===== src/rtl/spiboot_pkg.sv =====
`timescale 1ns/1ps
package spiboot_pkg;

  localparam logic [7:0] CMD_WAKE  = 8'hAB;
  localparam logic [7:0] CMD_READ  = 8'h03;
  localparam logic [7:0] CMD_SLEEP = 8'hB9;

  typedef enum logic [3:0] {
    S_STRAP, S_CLR, S_WAKE_GO, S_WAKE_RUN, S_GAP1, S_CMD_GO, S_CMD_RUN,
    S_ADDR_RUN, S_DATA_RUN, S_GAP2, S_SLEEP_GO, S_SLEEP_RUN, S_REL, S_FIN,
    S_HALT
  } boot_state_t;

  // exchange the two bytes of a word when requested
  function automatic logic [15:0] swap16(input logic [15:0] w, input logic en);
    return en ? {w[7:0], w[15:8]} : w;
  endfunction

  // 8-bit command placed in the upper byte of the shift word
  function automatic logic [15:0] cmd_word(input logic [7:0] c);
    return {c, 8'h00};
  endfunction

  // read command plus address bits 23:16
  function automatic logic [15:0] read_hi_word(input int unsigned a);
    logic [31:0] v;
    v = a;
    return {CMD_READ, v[23:16]};
  endfunction

  // address bits 15:0
  function automatic logic [15:0] read_lo_word(input int unsigned a);
    logic [31:0] v;
    v = a;
    return v[15:0];
  endfunction

endpackage


===== src/rtl/spiboot_shifter.sv =====
`timescale 1ns/1ps
module spiboot_shifter #(
  parameter int DIV = 2
) (
  input  logic        clk,
  input  logic        rst_n,
  input  logic        start,
  input  logic        wide,
  input  logic [15:0] tx_word,
  input  logic        miso,
  output logic        sclk,
  output logic        mosi,
  output logic        busy,
  output logic        done,
  output logic [15:0] rx_word
);
  localparam int CW = (DIV > 1) ? $clog2(DIV) : 1;

  logic [CW-1:0] tick;
  logic          high_ph;
  logic [4:0]    left;
  logic [15:0]   sreg;
  logic          half_end;

  assign half_end = busy && (tick == CW'(DIV - 1));
  assign sclk     = !(busy && !high_ph);

  always_ff @(posedge clk or negedge rst_n) begin
    if (!rst_n) begin
      busy    <= 1'b0;
      done    <= 1'b0;
      tick    <= '0;
      high_ph <= 1'b0;
      left    <= '0;
      sreg    <= '0;
      mosi    <= 1'b0;
      rx_word <= '0;
    end else begin
      done <= 1'b0;
      if (start && !busy) begin
        busy    <= 1'b1;
        high_ph <= 1'b0;
        tick    <= '0;
        sreg    <= tx_word;
        mosi    <= tx_word[15];
        left    <= wide ? 5'd16 : 5'd8;
      end else if (busy) begin
        tick <= half_end ? '0 : tick + 1'b1;
        if (half_end) begin
          if (!high_ph) begin
            high_ph <= 1'b1;
            rx_word <= {rx_word[14:0], miso};
          end else if (left == 5'd1) begin
            busy <= 1'b0;
            done <= 1'b1;
          end else begin
            high_ph <= 1'b0;
            left    <= left - 1'b1;
            sreg    <= {sreg[14:0], 1'b0};
            mosi    <= sreg[14];
          end
        end
      end
    end
  end


  mosi_edge_chk: assert property (@(posedge clk) disable iff (!rst_n)
    (mosi != $past(mosi)) |-> !sclk);


  done_pulse_chk: assert property (@(posedge clk) disable iff (!rst_n)
    done |=> !done);

endmodule


===== src/rtl/spiboot_store.sv =====
`timescale 1ns/1ps
module spiboot_store import spiboot_pkg::*; #(
  parameter int          AW         = 20,
  parameter int unsigned START_ADDR = 32'h4000,
  parameter int unsigned END_ADDR   = 32'h10000
) (
  input  logic          clk,
  input  logic          rst_n,
  input  logic          clear,
  input  logic          capture,
  input  logic          swap_en,
  input  logic [15:0]   rx_word,
  output logic          last_word,
  output logic          ram_we,
  output logic [AW-1:0] ram_addr,
  output logic [15:0]   ram_wdata,
  output logic          crc_clear,
  output logic          crc_valid,
  output logic [15:0]   crc_data
);
  localparam logic [AW-1:0] FIRST = AW'(START_ADDR);
  localparam logic [AW-1:0] FINAL = AW'(END_ADDR - 2);

  logic [AW-1:0] ptr;
  logic [15:0]   word_in;

  assign word_in   = swap16(rx_word, swap_en);
  assign last_word = (ptr == FINAL);

  always_ff @(posedge clk or negedge rst_n) begin
    if (!rst_n) begin
      ptr       <= FIRST;
      ram_we    <= 1'b0;
      ram_addr  <= '0;
      ram_wdata <= '0;
      crc_clear <= 1'b0;
      crc_valid <= 1'b0;
      crc_data  <= '0;
    end else begin
      ram_we    <= 1'b0;
      crc_valid <= 1'b0;
      crc_clear <= clear;
      if (clear) ptr <= FIRST;
      if (capture) begin
        ram_we    <= 1'b1;
        ram_addr  <= ptr;
        ram_wdata <= word_in;
        crc_valid <= 1'b1;
        crc_data  <= word_in;
        ptr       <= ptr + AW'(2);
      end
    end
  end


  addr_range_chk: assert property (@(posedge clk) disable iff (!rst_n)
    ram_we |-> (ram_addr >= FIRST && ram_addr <= FINAL && !ram_addr[0]));


  crc_follow_chk: assert property (@(posedge clk) disable iff (!rst_n)
    crc_valid |-> (ram_we && crc_data == ram_wdata));

endmodule


===== src/rtl/spiboot_seq.sv =====
`timescale 1ns/1ps
module spiboot_seq import spiboot_pkg::*; #(
  parameter int          DIV        = 2,
  parameter int unsigned START_ADDR = 32'h4000
) (
  input  logic        clk,
  input  logic        rst_n,
  input  logic        boot_strap,
  input  logic        swap_strap,
  input  logic        xfer_busy,
  input  logic        xfer_done,
  input  logic        last_word,
  output logic        cs_n,
  output logic        oe,
  output logic        xfer_start,
  output logic        xfer_wide,
  output logic [15:0] xfer_tx,
  output logic        store_clear,
  output logic        store_capture,
  output logic        swap_en,
  output logic        done,
  output logic        skipped
);
  localparam int GAP = 4 * DIV;
  localparam int GW  = $clog2(GAP + 1);

  boot_state_t   state;
  logic [GW-1:0] gap;
  logic          gap_end;

  assign gap_end       = (gap == GW'(GAP - 1));
  assign store_clear   = (state == S_CLR);
  assign store_capture = (state == S_DATA_RUN) && xfer_done;
  assign done          = (state == S_FIN);

  always_comb begin
    xfer_start = 1'b0;
    xfer_wide  = 1'b1;
    xfer_tx    = '0;
    unique case (state)
      S_WAKE_GO: begin
        xfer_start = 1'b1;
        xfer_wide  = 1'b0;
        xfer_tx    = cmd_word(CMD_WAKE);
      end
      S_CMD_GO: begin
        xfer_start = 1'b1;
        xfer_tx    = read_hi_word(START_ADDR);
      end
      S_CMD_RUN: if (xfer_done) begin
        xfer_start = 1'b1;
        xfer_tx    = read_lo_word(START_ADDR);
      end
      S_ADDR_RUN: xfer_start = xfer_done;
      S_DATA_RUN: xfer_start = xfer_done && !last_word;
      S_SLEEP_GO: begin
        xfer_start = 1'b1;
        xfer_wide  = 1'b0;
        xfer_tx    = cmd_word(CMD_SLEEP);
      end
      default: ;
    endcase
  end

  always_ff @(posedge clk or negedge rst_n) begin
    if (!rst_n) begin
      state   <= S_STRAP;
      cs_n    <= 1'b1;
      oe      <= 1'b0;
      gap     <= '0;
      swap_en <= 1'b0;
      skipped <= 1'b0;
    end else begin
      unique case (state)
        S_STRAP: begin
          swap_en <= swap_strap;
          skipped <= !boot_strap;
          oe      <= boot_strap;
          state   <= boot_strap ? S_CLR : S_FIN;
        end
        S_CLR: begin
          cs_n  <= 1'b0;
          state <= S_WAKE_GO;
        end
        S_WAKE_GO:  state <= S_WAKE_RUN;
        S_WAKE_RUN: if (xfer_done) begin
          cs_n  <= 1'b1;
          gap   <= '0;
          state <= S_GAP1;
        end
        S_GAP1: if (gap_end) begin
          cs_n  <= 1'b0;
          state <= S_CMD_GO;
        end else gap <= gap + 1'b1;
        S_CMD_GO:   state <= S_CMD_RUN;
        S_CMD_RUN:  if (xfer_done) state <= S_ADDR_RUN;
        S_ADDR_RUN: if (xfer_done) state <= S_DATA_RUN;
        S_DATA_RUN: if (xfer_done && last_word) begin
          cs_n  <= 1'b1;
          gap   <= '0;
          state <= S_GAP2;
        end
        S_GAP2: if (gap_end) begin
          cs_n  <= 1'b0;
          state <= S_SLEEP_GO;
        end else gap <= gap + 1'b1;
        S_SLEEP_GO:  state <= S_SLEEP_RUN;
        S_SLEEP_RUN: if (xfer_done) begin
          cs_n  <= 1'b1;
          state <= S_REL;
        end
        S_REL: begin
          oe    <= 1'b0;
          state <= S_FIN;
        end
        S_FIN:   state <= S_HALT;
        default: state <= S_HALT;
      endcase
    end
  end


  cs_rise_chk: assert property (@(posedge clk) disable iff (!rst_n)
    $rose(cs_n) |-> $past(xfer_done));


  start_idle_chk: assert property (@(posedge clk) disable iff (!rst_n)
    xfer_start |-> !xfer_busy);


  done_released_chk: assert property (@(posedge clk) disable iff (!rst_n)
    done |-> (!oe && cs_n));


  skip_quiet_chk: assert property (@(posedge clk) disable iff (!rst_n)
    skipped |-> (!oe && cs_n));

endmodule


===== src/rtl/spiboot_copy.sv =====
`timescale 1ns/1ps
module spiboot_copy #(
  parameter int          AW         = 20,
  parameter int unsigned START_ADDR = 32'h4000,
  parameter int unsigned END_ADDR   = 32'h10000,
  parameter int          DIV        = 2
) (
  input  logic          clk,
  input  logic          rst_n,
  input  logic          boot_strap,
  input  logic          swap_strap,
  input  logic          spi_miso,
  output logic          spi_sclk,
  output logic          spi_mosi,
  output logic          spi_cs_n,
  output logic          spi_oe,
  output logic          ram_we,
  output logic [AW-1:0] ram_addr,
  output logic [15:0]   ram_wdata,
  output logic          crc_clear,
  output logic          crc_valid,
  output logic [15:0]   crc_data,
  output logic          done,
  output logic          skipped
);
  logic        xfer_start, xfer_wide, xfer_busy, xfer_done;
  logic [15:0] xfer_tx, xfer_rx;
  logic        store_clear, store_capture, swap_en, last_word;

  spiboot_seq #(.DIV(DIV), .START_ADDR(START_ADDR)) u_seq (
    .clk(clk), .rst_n(rst_n), .boot_strap(boot_strap), .swap_strap(swap_strap),
    .xfer_busy(xfer_busy), .xfer_done(xfer_done), .last_word(last_word),
    .cs_n(spi_cs_n), .oe(spi_oe), .xfer_start(xfer_start), .xfer_wide(xfer_wide),
    .xfer_tx(xfer_tx), .store_clear(store_clear), .store_capture(store_capture),
    .swap_en(swap_en), .done(done), .skipped(skipped)
  );

  spiboot_shifter #(.DIV(DIV)) u_shift (
    .clk(clk), .rst_n(rst_n), .start(xfer_start), .wide(xfer_wide),
    .tx_word(xfer_tx), .miso(spi_miso), .sclk(spi_sclk), .mosi(spi_mosi),
    .busy(xfer_busy), .done(xfer_done), .rx_word(xfer_rx)
  );

  spiboot_store #(.AW(AW), .START_ADDR(START_ADDR), .END_ADDR(END_ADDR)) u_store (
    .clk(clk), .rst_n(rst_n), .clear(store_clear), .capture(store_capture),
    .swap_en(swap_en), .rx_word(xfer_rx), .last_word(last_word),
    .ram_we(ram_we), .ram_addr(ram_addr), .ram_wdata(ram_wdata),
    .crc_clear(crc_clear), .crc_valid(crc_valid), .crc_data(crc_data)
  );


  last_write_cs_chk: assert property (@(posedge clk) disable iff (!rst_n)
    (ram_we && ram_addr == AW'(END_ADDR - 2)) |-> spi_cs_n);

endmodule


===== config.mk =====
export PLATFORM = sky130hd
export DESIGN_NAME = spiboot_copy
export DESIGN_NICKNAME = d
export VERILOG_FILES = /design/src/rtl/spiboot_pkg.sv /design/src/rtl/spiboot_shifter.sv /design/src/rtl/spiboot_store.sv /design/src/rtl/spiboot_seq.sv /design/src/rtl/spiboot_copy.sv
export SDC_FILE = /design/constraint.sdc
export NUM_CORES = 1
export LEC_CHECK = 0
export ABC_CLOCK_PERIOD_IN_PS = 2200
export BUFFER_PORTS_ARGS = -buffer_cell sky130_fd_sc_hd__buf_2
export CORE_AREA = 2 2 136 85
export DETAILED_ROUTE_END_ITERATION = 7
export DIE_AREA = 0 0 138 87
export GPL_ROUTABILITY_DRIVEN = 0
export PLACE_DENSITY_LB_ADDON = 0.25
export SETUP_SLACK_MARGIN = 0.5
export SLEW_MARGIN = 20
export SYNTH_ARGS = -nofsm -noshare
export SYNTH_HDL_FRONTEND = slang
export SYNTH_SLANG_ARGS = --single-unit

===== constraint.sdc =====
create_clock -name clk -period 2.2 [get_ports clk]
set_input_delay 0.22 -clock clk [delete_from_list [all_inputs] [get_ports clk]]
set_output_delay 0.22 -clock clk [all_outputs]
set_load 0.005 [all_outputs]

Word level (Yosys, flattened, before mapping)
Cells that the tools add are included.

Add/sub/neg operators: 4. Equality and inequality tests: 27. Multiplexer cells: 59. Bitwise operators: 2. Reduce and logical (&&, ||, !) cells: 29.

Operator list (count): $mux 15 (6); $pmux 16 s4 (1); $pmux 4 s13 (1); $mux 4 (11); $mux 20 (2); $mux 5 (6); $mux 1 (27); $eq 4x4->1 const B (6); $add 20x2->20 const B (1); $eq 20x16->1 const B (1); $eq 4x3->1 const B (5); $ne 2x1->1 const B (9); $mux 16 (1); $reduce_and 4->1 (4); $pmux 4 s3 (1); $reduce_bool 2->1 (5); $eq 4x2->1 const B (2); $pmux 1 s4 (2); $reduce_and 7->1 (1); $logic_and 1x1->1 (6); $reduce_or 2->1 (3); $eq 5x1->1 const B (1); $logic_not 1->1 (5); $sub 5x1->5 const B (1); other kinds (11) (13).

Flip-flop bits (word level): 111. Output and inout bits: 61. Word-level logic and storage cells: 140.

Depth between registers and ports, before layout
Gate-level depths: netlist of run 1.

Depth after elaboration: 7. Depth in mapped cells: 8.

Cells and area by module
Synthesis of run 1 repeated with hierarchy kept, for this count alone.

Cell total of the unflattened synthesis: 502. Area total of the unflattened synthesis: 5367.6 sq um.

By module, submodules not included: spiboot_store (times used 1, cells an instance 240, area each 2667.6 sq um, seq. area each 1402.6 sq um); spiboot_shifter (times used 1, cells an instance 148, area each 1754.2 sq um, seq. area each 1026.0 sq um); spiboot_seq (times used 1, cells an instance 114, area each 945.9 sq um, seq. area each 301.5 sq um).

Least setup slack after synthesis of run 1
OpenSTA, ideal clock, no wires.

Path kind: register -> register. Start point: reg u_seq.gap[0]. End point: reg u_seq.gap[2]. Setup time: 0.126 ns. Arrival: 1.866 ns. Required time: 2.074 ns. Path slack: 0.208 ns. Cell stages (with the launch flop): 7. Cells stage by stage: dfrtp_1 ha_1 and3b_1 a2111oi_0 nor3b_1 or2_4 a221o_1.

Cells in the longest elaborated chain, start to end: 3. Elaborated cells on any way between the ends: 6.

Ends and longest elaborated chain: start, declared (RTL line spiboot_seq.sv:28) `logic [GW-1:0] gap;`; start signal, assigned (RTL line spiboot_seq.sv:94) `end else gap <= gap + 1'b1;`; start signal, assigned (RTL line spiboot_seq.sv:106) `end else gap <= gap + 1'b1;`; $add 4x1->4 / $eq 4x3->1 (equally long branches) (RTL line spiboot_seq.sv:94, spiboot_seq.sv:106, spiboot_seq.sv:31); $mux 4 / $ne 2x2->1 (equally long branches); $pmux 4 s3 / $reduce_and 4->1 (equally long branches).

Several ways; a longest one is shown, not always the timed one. The select of a mux whose other input is x is not followed. A chain may end at the register's enable or synchronous reset.

Final worst setup path of run 1
Start point: reg u_store.ptr[18]. End point: reg u_seq.gap[2].

Cells in the longest elaborated chain, start to end: 4.

Ends and longest elaborated chain: start, declared (RTL line spiboot_store.sv:24) `logic [AW-1:0] ptr;`; start signal, assigned (RTL line spiboot_store.sv:50) `ptr <= ptr + AW'(2);`; $eq 20x16->1 (RTL line spiboot_store.sv:28) `assign last_word = (ptr == FINAL);`; $logic_and 1x1->1 (RTL line spiboot_seq.sv:98) `S_DATA_RUN: if (xfer_done && last_word) begin`; $ne 2x2->1 (no source line); $reduce_and 4->1 (no source line).

No other way between the ends.

==> impl_results.md, run 1 <==
- Via count of the first global-routing pass: 3365
- Final setup violation count: 0
- Crit path to: u_seq.gap[2]$_DFFE_PN0P_
- Achievable Freq: approximately 510 MHz
- Int Power: 2.96 mW
- Clk_skew: between 0.006 and 0.007 ns
- Grt met1 use: a little under a quarter
- Unrepaired setup endpoints after global routing: true
- Antenna violations before repair: 0
- Antenna-violating nets left: 0
- Die Y: just under 90 um
- Sequential share of power: around half
- DR iter-0 viols: just over 300
- Met2 GRT Util: 26.3%
- Worst-Skew Late Latency: 0.35 ns
- Total core area: between 10000 and 15000 um^2
- Gr busiest metal: met2
- VDD IR max: ~420 uV
- Req. time, crit path: 2.43 ns
- R2r startpoint: u_store.ptr[18]$_DFFE_PN0P_
- Top-count cell post-synth: nand2_1
- Synth Flop Type: dfrtp_1
- Ys Warns: 0
- Final WS setup: 0.235 ns
- Grt total ovfl: 0
- TritonRoute pass-1 iters: 5
- Area contributors post-synth: dfrtp_1 52%, nand2_1 8.1%, mux2i_1 5.9%
- FILL cells: approximately 950
- Total Nets Final: about 560
- Pre-CTS setup slack: around 0.18 ns
- Die area: between 10000 and 15000 um^2
- Clk root buf: clkbuf_16
- Post-synth EDFFs: 0
- Worst Tran Pin Value: slightly below 0.9 ns
- Fraction of layout cells with a size suffix above 1: 35.7%
- I/O Pins: 66
- Setup TNS: 0 ns
- Final slew viol count: 0
- Met3 usage: 4.45%
- DRC: 0
- Syn Inst Count: approximately 470
- Worst setup path class: reg2reg
- CTS tree: done
- Reg area: 2530 um^2
- Status: finished, final reports clean
- Switching power: 0.742 mW
- Ant. Diodes: 0
- Hpwl dp: between 6000 and 7000 um
- PD cells: just over 600 nW/um^2
- First-pass GRT wire length: 16500 um
- CP startpoint: u_store.ptr[18]$_DFFE_PN0P_
- Sequential-to-total area share from yosys stat: a little over half
- Worst Path Max Fanout: 4
- Logic pwr share: 1.8%
- Flops & latches, synth: ~100
- Asr flop ratio synth: 100%
- Vias: 3634
- Rows: 30
- Max-slew headroom: 40.7%
- Syn_area_per_cell: ~10 um^2
- Area leader, netlist: dfrtp_1
- Area share of the largest cell type after synthesis: between 50 and 60%
- Final period utilization: 89.3%
- Starting density of the core: between 40% and 50%
- Total of max-cap violations: 0
- Total GRT Usage: between 10% and 20%
- Crit end category: flop
- Largest net degree at the start of global routing: between 40 and 50
- Number of library cell types mapped by synthesis: 53
- Clock group share of total power: around 48%
- Crit path time final: between 1.5 and 2 ns
- R2R depth: 5
- Die Width: approximately 140 um
- Post-synth top cells: 102 x nand2_1, 99 x dfrtp_1, 31 x o21ai_0
- CP Launch Type: flop
- Reg-to-reg slack, setup: about 0.23 ns
- Clock slew at reported path FFs: roughly 0.070 ns
- Crit path DAT: around 2.2 ns
- Inserted Clock Buffers: 9
- Area Overhead vs Synth: 28.7%
- Mapped Area: 4730 um^2
- Leak: just under 3 nW
- Synth Net Count: between 400 and 500
- Drt via density: about 5.2
- HP Class: in2reg
- # port buffers: 64
- Clock Sinks: between 100 and 150
- Total wire length: 10300 um
- Final Hold Viols: 0
- Sw frac: between 20% and 30%
- Area of the multi-input gates: around 2200 um^2
- WHS: between 0.1 and 0.15 ns
- Clk buf depth: 2
- RR Endpoint: u_seq.gap[2]$_DFFE_PN0P_
- Routed length per instance: roughly 15 um
- H-tree levels: 3
-- critical path, cell delays in order (launching register included) --
cell and delay, ns:
dfrtp_1 0.38, or4_4 0.55, nor3_4 0.20, a31oi_4 0.14, or2_4 0.27, a221o_1 0.31
-- sequential cells by signal, summed over array words and instances, names as in the netlist, 4 cells and up --
| name | count |
|---|---|
| u_seq.gap | 4 |
| u_shift.rx_word | 16 |
| u_shift.sreg | 7 |
| u_seq.state | 4 |
| u_store.ram_addr | 19 |
| u_shift.left | 5 |
| u_store.ptr | 19 |
| u_store.ram_wdata | 16 |
-- metrics by stage --
stage	instance area, um^2	cells	total power [mW]	util [%]
floorplan	4810	466	1.93	-
global placement	5210	649	1.98	47.9
detailed placement	5210	649	1.98	47.9
CTS	5780	674	3.75	53.1
global route	6090	696	3.83	56.0
finish	6090	696	3.70	56.0
-- how the worst min path moves through the flow --
| stage | cells after the start | endpoint | from |
|---|---|---|---|
| after floorplan | 0 | u_seq.gap[0]$_DFFE_PN0P_ | rst_n |
| after global placement | 1 | u_store.ram_we$_DFF_PN0_ | rst_n |
| after detailed placement | 1 | u_store.ram_addr[11]$_DFFE_PN0P_ | rst_n |
| after CTS | 2 | u_seq.swap_en$_DFFE_PN0P_ | swap_strap |
| after global routing | 2 | u_seq.swap_en$_DFFE_PN0P_ | swap_strap |
| final | 2 | u_seq.swap_en$_DFFE_PN0P_ | swap_strap |
-- layout by cell type, fill, tap and decap left out, drive strengths merged, types with 3 or more instances in the layout --
master and instances:
a211oi 3, a21oi 8, a31oi 5, buf 109, clkbuf 13, dfrtp 99, ha 4, inv 12
mux2 21, mux2i 28, nand2 103, nand2b 6, nand3 14, nand4 6, nor2 16, nor2b 4
nor3 5, nor4 6, o211ai 3, o21ai 31, o22ai 4, o31ai 4, or3 6, xor2 3
-- power groups by stage --
stage	combinational [mW]	clock (mW)	sequential [mW]
6_report	0.0655	1.76	1.88
3_3_place_gp	0.0667	0	1.91
2_1_floorplan	0.0161	0	1.91
3_5_place_dp	0.0686	0	1.91
4_1_cts	0.0699	1.80	1.88
5_1_grt	0.0772	1.88	1.88
-- area by class of cell --
type / count / area share (%)
clock inverters: 4 / 1.29
multi-input cells: 312 / 36.2
inverters: 12 / 0.801
repair buffers: 111 / 13.0
flip-flops and latches: 101 / 41.6
well taps: 144 / 2.96
clock buffers: 12 / 4.21
-- routing by layer --
layer	vias up	part of all wire [%]	wire length [um]
met2	84	44	4550
li1	1771	-	-
met3	15	3.7	381
met1	1764	50	5190
met4	0	1.6	167
met5	-	0	0
-- cell families (layout without fill, tap and decap cells) --
logic type	after synthesis	in the layout	share of synthesized area, %
simple gates	175	176	17.3
flops	101	101	53.4
compound gates	77	77	10.4
buf+inv	54	139	5.92
mux	49	49	10.9
xor+xnor	5	5	0.925
fa+ha+maj	4	4	1.06
other cells	1	1	0.0792
-- timing repair --
item                                    in CTS  in global routing
pin swaps                                   11                  7
setup buffers                                6                 21
endpoints found under the hold margin       41                  0
endpoints found under the setup margin      51                 54
cloned                                       2                  1
hold buffers                                 1                  0
gates resized for setup                     37                 22
No activity file was read; power rests on OpenSTA's default activity.
==> run 2: changes to the inputs <==
Settings changed: CORE_AREA 2 2 136 85 to 2 2 144 90, DIE_AREA 0 0 138 87 to 0 0 146 92, SYNTH_HIERARCHICAL set to 1.
==> run 2 against run 1 <==
  * Worst hold slack lost 0.0030 ns
  * Total power rose by 91%
  * First-iteration DRC count shrank 49%
  * Critical path type unchanged
  * Synthesized cell count grew 7.7%
  * Non-clock buffer count up 37
  * Critical path depth rose by 6
  * Count of clock-buffer cells in the layout decreased by 3
  * Core utilization rose by 4.0 points
  * Largest power group unchanged
  * Maximum frequency down 7.7%
  * Flip-flop and latch count grew 8
==> impl_results.md, run 2 <==
- Status: finished, final reports clean
- Hold Startpoint: swap_strap
- Total core area: 12300 um^2 (+13%)
- Largest net degree at the start of global routing: 83 (+84%)
- CTS tree: done
- HP Class: in2reg
- Area share of the largest cell type after synthesis: 49.9% (-2.4 points)
- R2r startpoint: u_store/ptr[14]$_DFFE_PN1P_
- Syn Inst Count: 502 (+7.7%)
- Starting density of the core: 43.5% (about the same)
- VDD IR max: 529 uV (+27%)
- Post-synth EDFFs: 0 (unchanged)
- Top Registers: u_store/ptr: 19 flops, u_store/ram_addr: 19 flops
- Post-synth top cells: 107 x dfrtp_1, 36 x a21oi_1, 36 x mux2_2
- Worst setup path class: reg2reg
- Antenna violations before repair: 0 (unchanged)
- Hold EP: u_seq/swap_en$_DFFE_PN0N_
- Achievable Freq: 470 MHz (-7.7%)
- Clk_skew: 0.0135 ns (+0.00651 ns)
- Finished Layout Cells: 786 (+13%)
- Most frequent cells in the layout: 107 x dfrtp_1, 63 x buf_2, 37 x buf_4, 28 x nor2_1
- Inserted Clock Buffers: 9 (unchanged)
- Setup TNS: 0 ns (unchanged)
- Ant. Diodes: 0 (unchanged)
- Sequential-to-total area share from yosys stat: 50.9% (-2.6 points)
- Fraction of layout cells with a size suffix above 1: 47.2% (+12 points)
- Leak: 3.55 nW (+20%)
- I/O Pins: 66 (unchanged)
- Total GRT Usage: 18.9% (+1.6 points)
- Crit path time final: 2.13 ns (+0.163 ns)
- Flops & latches, synth: 109 (+7.9%)
- Via count of the first global-routing pass: 3963 (+18%)
- Final setup violation count: 0 (unchanged)
- Total wire length: 12600 um (+22%)
- Final Hold Viols: 0 (unchanged)
- Number of library cell types mapped by synthesis: 69 (+30%)
- CP startpoint: u_store/ptr[14]$_DFFE_PN1P_
- Antenna-violating nets left: 0 (unchanged)
- Die Y: 92 um (+5.7%)
- DRC: 0 (unchanged)
- Req. time, crit path: 2.44 ns (about the same)
- Area leader, netlist: dfrtp_1
- Synth Flop Type: dfrtp_1
- DR iter-0 viols: 158 (-49%)
- Grt total ovfl: 0 (unchanged)
- Compound-Gate Fraction of Synth Area: 12.5% (+2.2 points)
- Mapped Area: 5370 um^2 (+13%)
- Crit path DAT: 2.37 ns (+0.17 ns)
- Area contributors post-synth: dfrtp_1 50%, mux2_2 7.6%, mux2i_1 4.5%
- Clk buf depth: 2 (unchanged)
- TritonRoute pass-1 iters: 4 (-1)
- Worst Path Max Fanout: 6 (+2)
- Worst Hold Depth: 2 (unchanged)
- Area Overhead vs Synth: 37.9%
- Unrepaired setup endpoints after global routing: true
- Largest family of logic cells by synthesized area: simple AND/OR/NAND/NOR gates
- Vias: 4123 (+13%)
- # port buffers: 64 (unchanged)
- Total Nets Final: 620 (+12%)
- Clock slew at reported path FFs: 0.08 ns (about the same)
- Rows: 32 (+6.7%)
- Crit end category: flop
- Drt via density: 5.25 (+0.47%)
- First-pass GRT wire length: 20200 um (+22%)
- CP Launch Type: flop
- Clk root buf: clkbuf_16
- Clock Sinks: 109 (+7.9%)
- Total of max-cap violations: 0 (unchanged)
- Tot Pwr: 7.06 mW (+91%)
- Syn_area_per_cell: 10.7 um^2 (+5.2%)
- R2R depth: 11 (+6)
- Hpwl dp: 7440 um (+11%)
- Die area: 13400 um^2 (+12%)
- Final period utilization: 96.7% (+7.4 points)
- Share of synthesized area spent on multiplexers: 12.3% (+1.4 points)
- Reg-to-reg slack, setup: 0.07 ns (-0.16 ns)
- PD cells: 953 nW/um^2 (+57%)
- Max-slew headroom: 64.2% (+23 points)
- Worst Tran Pin Value: 0.534 ns (-0.355 ns)
- Routed length per instance: 16.0 um (+8.3%)
- Commonest non-fill, non-tap cell in the layout: dfrtp_1
- H-tree levels: 3 (unchanged)
- Asr flop ratio synth: 100% (unchanged)
- Synth Area in Simple Gates: 13.5% (-3.8 points)
- RR Endpoint: u_shift/mosi$_DFFE_PN0P_
- Inst Count DP: 721 (+11%)
- Top-count cell post-synth: dfrtp_1
- Synth Area in XOR/XNOR: 0.653% (-0.27 points)
- Worst-Skew Late Latency: 0.35 ns (about the same)
- Ys Warns: 6 (+6)
- Post-synthesis adder-cell area fraction: 0.932% (-0.12 points)
- Die Width: 146 um (+5.8%)
- Final slew viol count: 0 (unchanged)
## run 2: metal layers
layer / track usage, % / part of all wire, % / wire length, um / vias up
met4: 5.10 / 1.1 / 138 / 0
met1: 27.4 / 49 / 6140 / 2059
met3: 4.48 / 4.2 / 525 / 16
met5: 0 / 0 / 0 / -
met2: 28.7 / 46 / 5770 / 88
li1: - / - / - / 1960
## run 2: worst max-delay path: stages, from the launching register on
cell and delay [ns]:
dfstp_2 0.53, and3_4 0.18, and3_4 0.17, and3_4 0.18, inv_2 0.04, a31oi_4 0.13, o32ai_2 0.10, nor2b_4 0.15
a21oi_4 0.20, buf_12 0.15, buf_12 0.12, a21oi_2 0.05
## run 2: stage by stage
step	setup slack [ns]	cell area [um^2]	util (%)	hold slack (ns)
after floorplan	0.0789	5590	-	-0.0756
after global placement	0.0629	5960	48.4	0.179
after detailed placement	0.00731	5960	48.4	0.183
after CTS	0.0641	7040	57.1	0.0926
after global routing	-0.0253	7400	60.0	0.0976
final	0.0718	7400	60.0	0.102
## run 2: repair_timing
action | CTS | global route
pin swaps | 32 | 12
hold buffers | 1 | 0
endpoints found under the setup margin | 97 | 90
hold endpoints to repair | 26 | 0
setup buffers | 29 | 10
cloned | 9 | 0
resized for setup | 80 | 62
## run 2: kinds of logic after synthesis
logic type / count (synthesis)
AND/OR/NAND/NOR: 129
flip-flops: 109
AO/OA/AOI/OAI: 107
buffers and inverters: 86
multiplexers: 61
adder cells (fa/ha/maj): 4
XOR/XNOR: 4
other: 2
## run 2: area by class of cell
type | count | area, um^2
sequential | 109 | 2730
clock buffer | 9 | 225
timing repair buffer | 148 | 1370
clock inverter | 7 | 72.6
multi-input combinational | 315 | 2690
tap | 170 | 213
fill | 996 | 4930
inverter | 28 | 105
## run 2: how the worst max path moves through the flow
stage / end / slack (ns) / cells past startpoint
finish: u_shift/mosi$_DFFE_PN0P_ / 0.07 / 11
global route: u_shift/sreg[6]$_DFFE_PN0P_ / -0.03 / 11
CTS: u_shift/left[1]$_DFFE_PN0P_ / 0.06 / 12
detailed placement: u_shift/left[1]$_DFFE_PN0P_ / 0.007 / 11
global placement: u_shift/left[1]$_DFFE_PN0P_ / 0.06 / 11
floorplan: u_shift/sreg[4]$_DFFE_PN0P_ / 0.08 / 11
## run 2: power breakdown
group          leakage (nW)  internal, mW  switching, mW  total [mW]
Clock                 0.149         0.810          0.829        1.64
Combinational          2.00          1.32           1.29        2.62
Sequential             1.40          2.44          0.362        2.80
